### src/rtl/alu8_pkg.sv
package alu8_pkg;

  // Operation encoding follows opcode bits 5:3.
  typedef enum logic [2:0] {
    OP_ADD = 3'd0,
    OP_ADC = 3'd1,
    OP_SUB = 3'd2,
    OP_SBC = 3'd3,
    OP_AND = 3'd4,
    OP_XOR = 3'd5,
    OP_OR  = 3'd6,
    OP_CMP = 3'd7
  } alu_op_e;

  // Flag byte layout; neighbours decode these positions.
  localparam int FLAG_W = 8;
  localparam int FB_S   = 7;
  localparam int FB_Z   = 6;
  localparam int FB_Y   = 5;
  localparam int FB_H   = 4;
  localparam int FB_X   = 3;
  localparam int FB_PV  = 2;
  localparam int FB_N   = 1;
  localparam int FB_C   = 0;

  typedef struct packed {
    alu_op_e    op;
    logic       legal;
    logic       imm;
    logic [2:0] src;
  } dec_t;

endpackage

### src/rtl/alu8_decode.sv
module alu8_decode
  import alu8_pkg::*;
(
  input  logic [7:0] opcode,
  output dec_t       dec
);

  logic reg_grp;
  logic imm_grp;

  always_comb begin
    reg_grp   = (opcode[7:6] == 2'b10);
    imm_grp   = (opcode[7:6] == 2'b11) && (opcode[2:0] == 3'b110);
    dec.op    = alu_op_e'(opcode[5:3]);
    dec.legal = reg_grp || imm_grp;
    dec.imm   = imm_grp;
    dec.src   = opcode[2:0];
  end

endmodule

### src/rtl/alu8_arith.sv
module alu8_arith #(
  parameter int DATA_W = 8
) (
  input  logic [DATA_W-1:0] a,
  input  logic [DATA_W-1:0] b,
  input  logic              ci,
  input  logic              sub,
  output logic [DATA_W-1:0] res,
  output logic              c_out,
  output logic              h_out,
  output logic              v_out
);

  localparam int HALF = DATA_W / 2;
  localparam int MSB  = DATA_W - 1;

  logic [DATA_W:0] ax, bx, cx, full;
  logic [HALF:0]   al, bl, cl, low;

  always_comb begin
    ax = {1'b0, a};
    bx = {1'b0, b};
    cx = {{DATA_W{1'b0}}, ci};
    al = {1'b0, a[HALF-1:0]};
    bl = {1'b0, b[HALF-1:0]};
    cl = {{HALF{1'b0}}, ci};
    if (sub) begin
      full = ax - bx - cx;
      low  = al - bl - cl;
    end else begin
      full = ax + bx + cx;
      low  = al + bl + cl;
    end
    res   = full[MSB:0];
    c_out = full[DATA_W];
    h_out = low[HALF];
    if (sub) v_out = (a[MSB] ^ b[MSB]) & (full[MSB] ^ a[MSB]);
    else     v_out = ~(a[MSB] ^ b[MSB]) & (full[MSB] ^ a[MSB]);
  end

endmodule

### src/rtl/alu8_logic.sv
module alu8_logic #(
  parameter int DATA_W = 8
) (
  input  logic [DATA_W-1:0] a,
  input  logic [DATA_W-1:0] b,
  input  logic [1:0]        sel,   // 0 and, 1 xor, 2 or
  output logic [DATA_W-1:0] res,
  output logic              even
);

  logic [DATA_W:0] par_chain;

  always_comb begin
    case (sel)
      2'd0:    res = a & b;
      2'd1:    res = a ^ b;
      default: res = a | b;
    endcase
  end

  // Parity as an explicit chain so its depth follows DATA_W.
  assign par_chain[0] = 1'b1;
  for (genvar i = 0; i < DATA_W; i++) begin : g_par
    assign par_chain[i+1] = par_chain[i] ^ res[i];
  end
  assign even = par_chain[DATA_W];

endmodule

### src/rtl/alu8_core.sv
module alu8_core
  import alu8_pkg::*;
#(
  parameter int DATA_W = 8
) (
  input  logic              clk,
  input  logic              rst,
  input  logic              op_valid,
  input  logic [7:0]        opcode,
  input  logic [DATA_W-1:0] acc_in,
  input  logic [7:0]        flags_in,
  input  logic [DATA_W-1:0] operand,
  output logic [2:0]        src_reg,
  output logic              src_imm,
  output logic [DATA_W-1:0] acc_out,
  output logic [7:0]        flags_out,
  output logic              acc_we,
  output logic              bad_op,
  output logic              done
);

  localparam int MSB = DATA_W - 1;

  dec_t dec;

  alu8_decode u_dec (
    .opcode (opcode),
    .dec    (dec)
  );

  assign src_reg = dec.src;
  assign src_imm = dec.imm;

  logic              is_sub, use_c;
  logic [DATA_W-1:0] ar_res, lg_res, res;
  logic              ar_c, ar_h, ar_v, lg_even;

  always_comb begin
    is_sub = (dec.op == OP_SUB) || (dec.op == OP_SBC) || (dec.op == OP_CMP);
    use_c  = (dec.op == OP_ADC) || (dec.op == OP_SBC);
  end

  alu8_arith #(.DATA_W(DATA_W)) u_arith (
    .a     (acc_in),
    .b     (operand),
    .ci    (use_c & flags_in[FB_C]),
    .sub   (is_sub),
    .res   (ar_res),
    .c_out (ar_c),
    .h_out (ar_h),
    .v_out (ar_v)
  );

  alu8_logic #(.DATA_W(DATA_W)) u_logic (
    .a    (acc_in),
    .b    (operand),
    .sel  (dec.op[1:0]),
    .res  (lg_res),
    .even (lg_even)
  );

  logic             logic_op;
  logic [FLAG_W-1:0] nf;

  always_comb begin
    logic_op = dec.op[2] && (dec.op != OP_CMP);
    res      = logic_op ? lg_res : ar_res;
    nf         = '0;
    nf[FB_Y]   = flags_in[FB_Y];
    nf[FB_X]   = flags_in[FB_X];
    nf[FB_S]   = res[MSB];
    nf[FB_Z]   = (res == '0);
    if (logic_op) begin
      nf[FB_H]  = (dec.op == OP_AND);
      nf[FB_PV] = lg_even;
      nf[FB_N]  = 1'b0;
      nf[FB_C]  = 1'b0;
    end else begin
      nf[FB_H]  = ar_h;
      nf[FB_PV] = ar_v;
      nf[FB_N]  = is_sub;
      nf[FB_C]  = ar_c;
    end
  end

  logic writes;
  assign writes = dec.legal && (dec.op != OP_CMP);

  always_ff @(posedge clk) begin
    if (rst) begin
      acc_out   <= '0;
      flags_out <= '0;
      acc_we    <= 1'b0;
      bad_op    <= 1'b0;
      done      <= 1'b0;
    end else if (op_valid) begin
      done      <= 1'b1;
      bad_op    <= !dec.legal;
      acc_we    <= writes;
      acc_out   <= writes ? res : acc_in;
      flags_out <= dec.legal ? nf : flags_in;
    end else begin
      done      <= 1'b0;
      bad_op    <= 1'b0;
      acc_we    <= 1'b0;
    end
  end

endmodule

### config.mk
export PLATFORM = sky130hd
export DESIGN_NAME = alu8_core
export DESIGN_NICKNAME = d
export VERILOG_FILES = /design/src/rtl/alu8_pkg.sv /design/src/rtl/alu8_decode.sv /design/src/rtl/alu8_arith.sv /design/src/rtl/alu8_logic.sv /design/src/rtl/alu8_core.sv
export SDC_FILE = /design/constraint.sdc
export NUM_CORES = 1
export LEC_CHECK = 0
export BUFFER_PORTS_ARGS = -buffer_cell sky130_fd_sc_hd__buf_4
export CORE_MARGIN = 8
export CORE_UTILIZATION = 32
export DETAILED_ROUTE_END_ITERATION = 8
export PLACE_DENSITY_LB_ADDON = 0.2
export SYNTH_ARGS = -nofsm -noshare
export SYNTH_HDL_FRONTEND = slang
export SYNTH_SLANG_ARGS = --single-unit
### constraint.sdc
create_clock -name clk -period 3.6 [get_ports clk]
set_clock_uncertainty 0.1 [all_clocks]
set_input_delay 0 -clock clk [delete_from_list [all_inputs] [get_ports clk]]
set_output_delay 0 -clock clk [all_outputs]
set_load 0.05 [all_outputs]
### Word level (Yosys, flattened, before mapping)

Cells that the tools add are included.

| cells by class | value |
|---|---|
| equality and inequality tests | 10 |
| reduce and logical (&&, ||, !) cells | 11 |
| $add $sub $neg | 8 |
| mux-type cells | 10 |
| bitwise logic cells | 18 |

Operators with widths:

| kind | number |
|---|---|
| $mux 8 | 3 |
| $pmux 8 s2 | 1 |
| $add 8x8->9 | 1 |
| $add 9x1->9 | 1 |
| $eq 3x3->1 const B | 3 |
| $mux 9 | 1 |
| $sub 8x8->9 | 1 |
| $sub 9x1->9 | 1 |
| $xor 1x1->1 | 9 |
| $and 8x8->8 | 1 |
| $logic_not 8->1 | 1 |
| $or 8x8->8 | 1 |
| $xor 8x8->8 | 1 |
| $eq 3x2->1 const B | 2 |
| $add 4x4->5 | 1 |
| $add 5x1->5 | 1 |
| $mux 5 | 1 |
| $sub 4x4->5 | 1 |
| $sub 5x1->5 | 1 |
| $eq 2x2->1 const B | 2 |
| $logic_or 1x1->1 | 4 |
| $and 1x1->1 | 3 |
| $eq 3x1->1 const B | 1 |
| $logic_and 1x1->1 | 3 |
| other kinds (8) | 12 |

| word-level totals | value |
|---|---|
| input port bits | 35 |
| bits in registers | 19 |
| logic and storage cells | 62 |
| output and inout port bits | 23 |

### Longest topological paths before layout

| logic depth | value |
|---|---|
| word-level depth | 12 |
| mapped depth | 15 |
| mapped depth without buffers | 14 |

### Cells and area by module

Synthesis repeated with hierarchy kept, for this count alone.

| unflattened totals | value |
|---|---|
| cell total of the unflattened synthesis | 302 |
| area total of the unflattened synthesis | 2499.9 µm² |

Modules (own cells, without submodules):

| module | area an instance (µm²) | instances | cells each | seq. area each (µm²) |
|---|---|---|---|---|
| alu8_arith | 996.0 | 1 | 134 | 0.0 |
| alu8_core | 915.9 | 1 | 100 | 380.4 |
| alu8_logic | 500.5 | 1 | 57 | 0.0 |
| alu8_decode | 87.6 | 1 | 11 | 0.0 |

### Worst setup path before layout

No wires, ideal clock.

| timing | value |
|---|---|
| path type | in2reg |
| start | in opcode[5] |
| end | reg flags_out[6] |
| arrival time | 3136 ps |
| path slack | 276 ps |
| stages | 15 |
| setup time | 88 ps |
| path buffers | 1 |
| data required time | 3412 ps |
| cell sequence | buf_4 nand3b_1 inv_1 fa_1 inv_1 ha_1 or2_2 fa_1 o21a_1 nor2_2 xor2_1 nor2_1 a221o_1 or4b_1 o32ai_2 |

| on the way | value |
|---|---|
| word-level cells in the longest chain between the ends | 8 |
| elaborated cells between the ends (all ways) | 16 |
| those cells by class | add/sub (2); eq/ne (5); mux (3); bitwise (1); reduce/logical (5) |

Ends and longest elaborated chain:

| what | RTL line | text |
|---|---|---|
| start, declared | alu8_core.sv:9 | `input logic [7:0] opcode,` |
| $eq 3x1->1 or $eq 3x2->1 (tied branches) | alu8_core.sv:40, alu8_core.sv:39 |  |
| $logic_or 1x1->1 | alu8_core.sv:40 | `use_c = (dec.op == OP_ADC) \|\| (dec.op == OP_SBC);` |
| $and 1x1->1 | alu8_core.sv:46 | `.ci (use_c & flags_in[FB_C]),` |
| $add 9x1->9 or $sub 9x1->9 (tied branches) | alu8_arith.sv:31, alu8_arith.sv:28 |  |
| $mux 9 | alu8_arith.sv:27 | `if (sub) begin` |
| $mux 8 * | alu8_core.sv:67 | `res = logic_op ? lg_res : ar_res;` |
| $logic_not 8->1 * | alu8_core.sv:72 | `nf[FB_Z] = (res == '0);` |
| $mux 8 * | alu8_core.sv:101 | `flags_out <= dec.legal ? nf : flags_in;` |
| end signal, assigned | alu8_core.sv:101 |  |
| end, declared | alu8_core.sv:16 | `output logic [7:0] flags_out,` |

Mark *: on every way between the ends. The rest lies on a longest branch, timed or not.
A chain may end at the register's enable or synchronous reset.

### Final worst setup path

| timing | value |
|---|---|
| start | in flags_in[0] |
| end | reg acc_out[2] |

| on the way | value |
|---|---|
| word-level cells in the longest chain between the ends | 5 |
| elaborated cells between the ends (all ways) | 6 |
| those cells by class | add/sub (2); mux (3); bitwise (1) |

Ends and longest elaborated chain:

| what | RTL line | text |
|---|---|---|
| start, declared | alu8_core.sv:11 | `input logic [7:0] flags_in,` |
| $and 1x1->1 * | alu8_core.sv:46 |  |
| $add 9x1->9 or $sub 9x1->9 (tied branches) | alu8_arith.sv:31, alu8_arith.sv:28 |  |
| $mux 9 * | alu8_arith.sv:27 |  |
| $mux 8 * | alu8_core.sv:67 |  |
| $mux 8 * | alu8_core.sv:100 | `acc_out <= writes ? res : acc_in;` |
| end signal, assigned | alu8_core.sv:100 |  |
| end, declared | alu8_core.sv:15 | `output logic [DATA_W-1:0] acc_out,` |

Marked as above.

==> flow_summary.ini <==
[clock_tree]
cts_buffers = 3
cts.sinks = 19
cts_tree = built
cts_setup_buffers = 0
cts_buffer_depth = 2
cts-root-buf = clkbuf_8
clock_latency_ns = 0.25
htree_levels = 1
path_clk_slew_ns = 0.07

[sta]
finalSetupViolCount = 0
period_share = 0.8858
hold_violations = 0
rsz0062_at_grt = false
max_slew.worst_pin.slew_ns = 0.5004
slew_headroom = 0.6639
max_freq_mhz = 313.6
finalMaxSlewViolations = 0
min_period_ns = 3.189
setup-tns-final_ns = 0

[logic_synthesis]
synth-seq-cells = 19
synth_top_area_frac = 0.1592
synth_cell_types = 60
synth_edf_count = 0
netlist_instances = 298
avgSynthCellArea_um2 = 8.019
synth_area_um2 = 2390
synthTopCellsByArea = dfxtp_1, ha_1, mux2i_1
async_flop_share = 0
synth_warnings = 0
synth_ff_type = dfxtp_1
synth_common_cells = ha_1, nand2_1, inv_1
synth_top_cell_by_area = dfxtp_1
yosysSeqAreaShare = 0.1592
syn-num-nets = 367

[floorplan]
die_w_um = 102.4
core_area_um2 = 7253
ios = 58
rows = 31
dieArea_um2 = 10490
initial_core_util = 0.3295
die_height_um = 102.4

[place]
postPlaceCellArea_um2 = 2838
portBuffers = 57
place_congestion = 0.8049
place_hpwl_um = 5402

[setup_path]
crit_chain = buf_4 > nand3b_1 > inv_1 > fa_1 > inv_1 > ha_1 > or2_2 > fa_1 > and3_1 > or2_2 > o221ai_1 > nand2_1 > a311oi_1 > dlygate4sd3_1
slowest_stage = dlygate4sd3_1
critPathArrivalTime_ns = 3.29
critical_path.top_delay_family = adder cells
path_class = input pin to flop
cpPeakStageDelay_ns = 0.57
crit_fanout = 2
worst_setup_path_end_kind = flop
start_kind = input pin
cp_data_required_time_ns = 3.70
crit_buf_inv = 4

[global_route]
grt_pass1_vias = 2254
grt_usage = 0.1302
grt-ovfl-total = 0
grt_max_degree = 32
antenna_found_initial = 0
grt_pass1_wl_um = 11050

[cells_and_area]
area_growth_pct = 25.24
n_antenna_cell = 0
fin_area_um2 = 2993
drive_above_1_share = 0.2254
fin_util = 0.4126
multi_input_area_um2 = 1778
regArea_um2 = 380.4
layout.nets = 425
fill_cells = 754

[routing]
ant_nets = 0
wl_per_cell_um = 14.63
drc = 0
first_pass_iters = 4
drt_wl_total_um = 6642
drt-vias-per-instance = 4.943
drt-initial-drc-count = 60
num_vias = 2244

[outcome]
outcome = finished, final reports clean

[pwr]
peakVddDrop_v = 0.0001256
finalPower_w = 0.0008544
p_leak_nw = 1.453
powerDensity_nw_per_um2 = 285.5

[min_path]
hp-class = input pin to flop

[flow_run]
cap_violations = 0
==> worst register-to-register path, stage by stage, from the launching register on <==
cell and delay, ns:
dfxtp_1 0.37, nor2_1 0.07, nor4_2 0.17, nand4b_1 0.13, or4b_1 0.53, o32ai_2 0.19
==> final cells by class <==
type | instances | area share
Tap cell | 99 | 0.04139
Multi-Input combinational cell | 233 | 0.5941
Clock buffer | 4 | 0.01505
Inverter | 28 | 0.03512
Timing Repair Buffer | 71 | 0.1873
Sequential cell | 19 | 0.1271
==> placed cells by master (no fill, tap or decap), types with 11 or more instances in the layout <==
master | Yosys | layout
nor2_1 | 25 | 25
inv_1 | 28 | 28
a21oi_1 | 16 | 16
ha_1 | 30 | 30
o21ai_0 | 12 | 12
dfxtp_1 | 19 | 19
dlygate4sd3_1 | 0 | 11
nand2_1 | 30 | 30
mux2i_1 | 13 | 13
buf_4 | 9 | 60
==> logic make-up (layout without fill, tap and decap cells) <==
family / after synthesis / in the layout / synth area share
AOI/OAI and AO/OA: 70 / 70 / 0.2121
DFF: 19 / 19 / 0.1592
adders and majority gates: 34 / 34 / 0.1906
buffers and inverters: 46 / 103 / 0.09685
and+or+nand+nor: 93 / 93 / 0.1942
xor gates and xnor gates: 18 / 18 / 0.06597
muxes: 18 / 18 / 0.08115
==> stage by stage <==
stage,hold slack [ns],setup slack (ns),instances
2_1_floorplan,0.04721,0.2757,298
3_3_place_gp,0.1391,0.2067,439
3_5_place_dp,0.1461,0.1762,439
4_1_cts,0.01983,0.3873,454
5_1_grt,0.06464,0.1487,454
6_report,0.02411,0.4111,454
==> report_power, final <==
group	switching [W]	internal [W]	total (W)
combinational	0.000274	0.000201	0.000475
sequential	0.00000748	0.000225	0.000232
clock	0.0000684	0.0000786	0.000147
total	0.000350	0.000505	0.000854
==> sequential cells by signal, indices dropped and copies added (netlist names) <==
name and flops:
acc_out 8, flags_out 8, acc_we 1, bad_op 1, done 1
==> final timing paths <==
kind,startpoint,endpoint,slack (ns),depth (start not counted)
worst min register to register,flags_out[4],flags_out[4],0.37,2
worst max-delay path,flags_in[0],acc_out[2],0.41,14
worst min-delay path,flags_in[7],flags_out[7],0.02,3
worst max register to register,flags_out[6],flags_out[6],1.95,5
==> per-layer routing <==
| metal | global-route usage | wire length [um] | vias up | part of all wire |
|---|---|---|---|---|
| li1 | - | - | 1144 | - |
| met1 | 0.1754 | 3123 | 1027 | 0.47 |
| met2 | 0.2118 | 2947 | 69 | 0.44 |
| met3 | 0.02316 | 524 | 4 | 0.079 |
| met4 | 0.02257 | 46 | 0 | 0.0069 |
| met5 | 0 | 0 | - | 0 |
==> repair_timing <==
action | CTS | global route
endpoints found under the hold margin | 15 | 0
gates resized for setup | 0 | 0
hold buffers | 11 | 0
(Power assumes the default switching activity.)
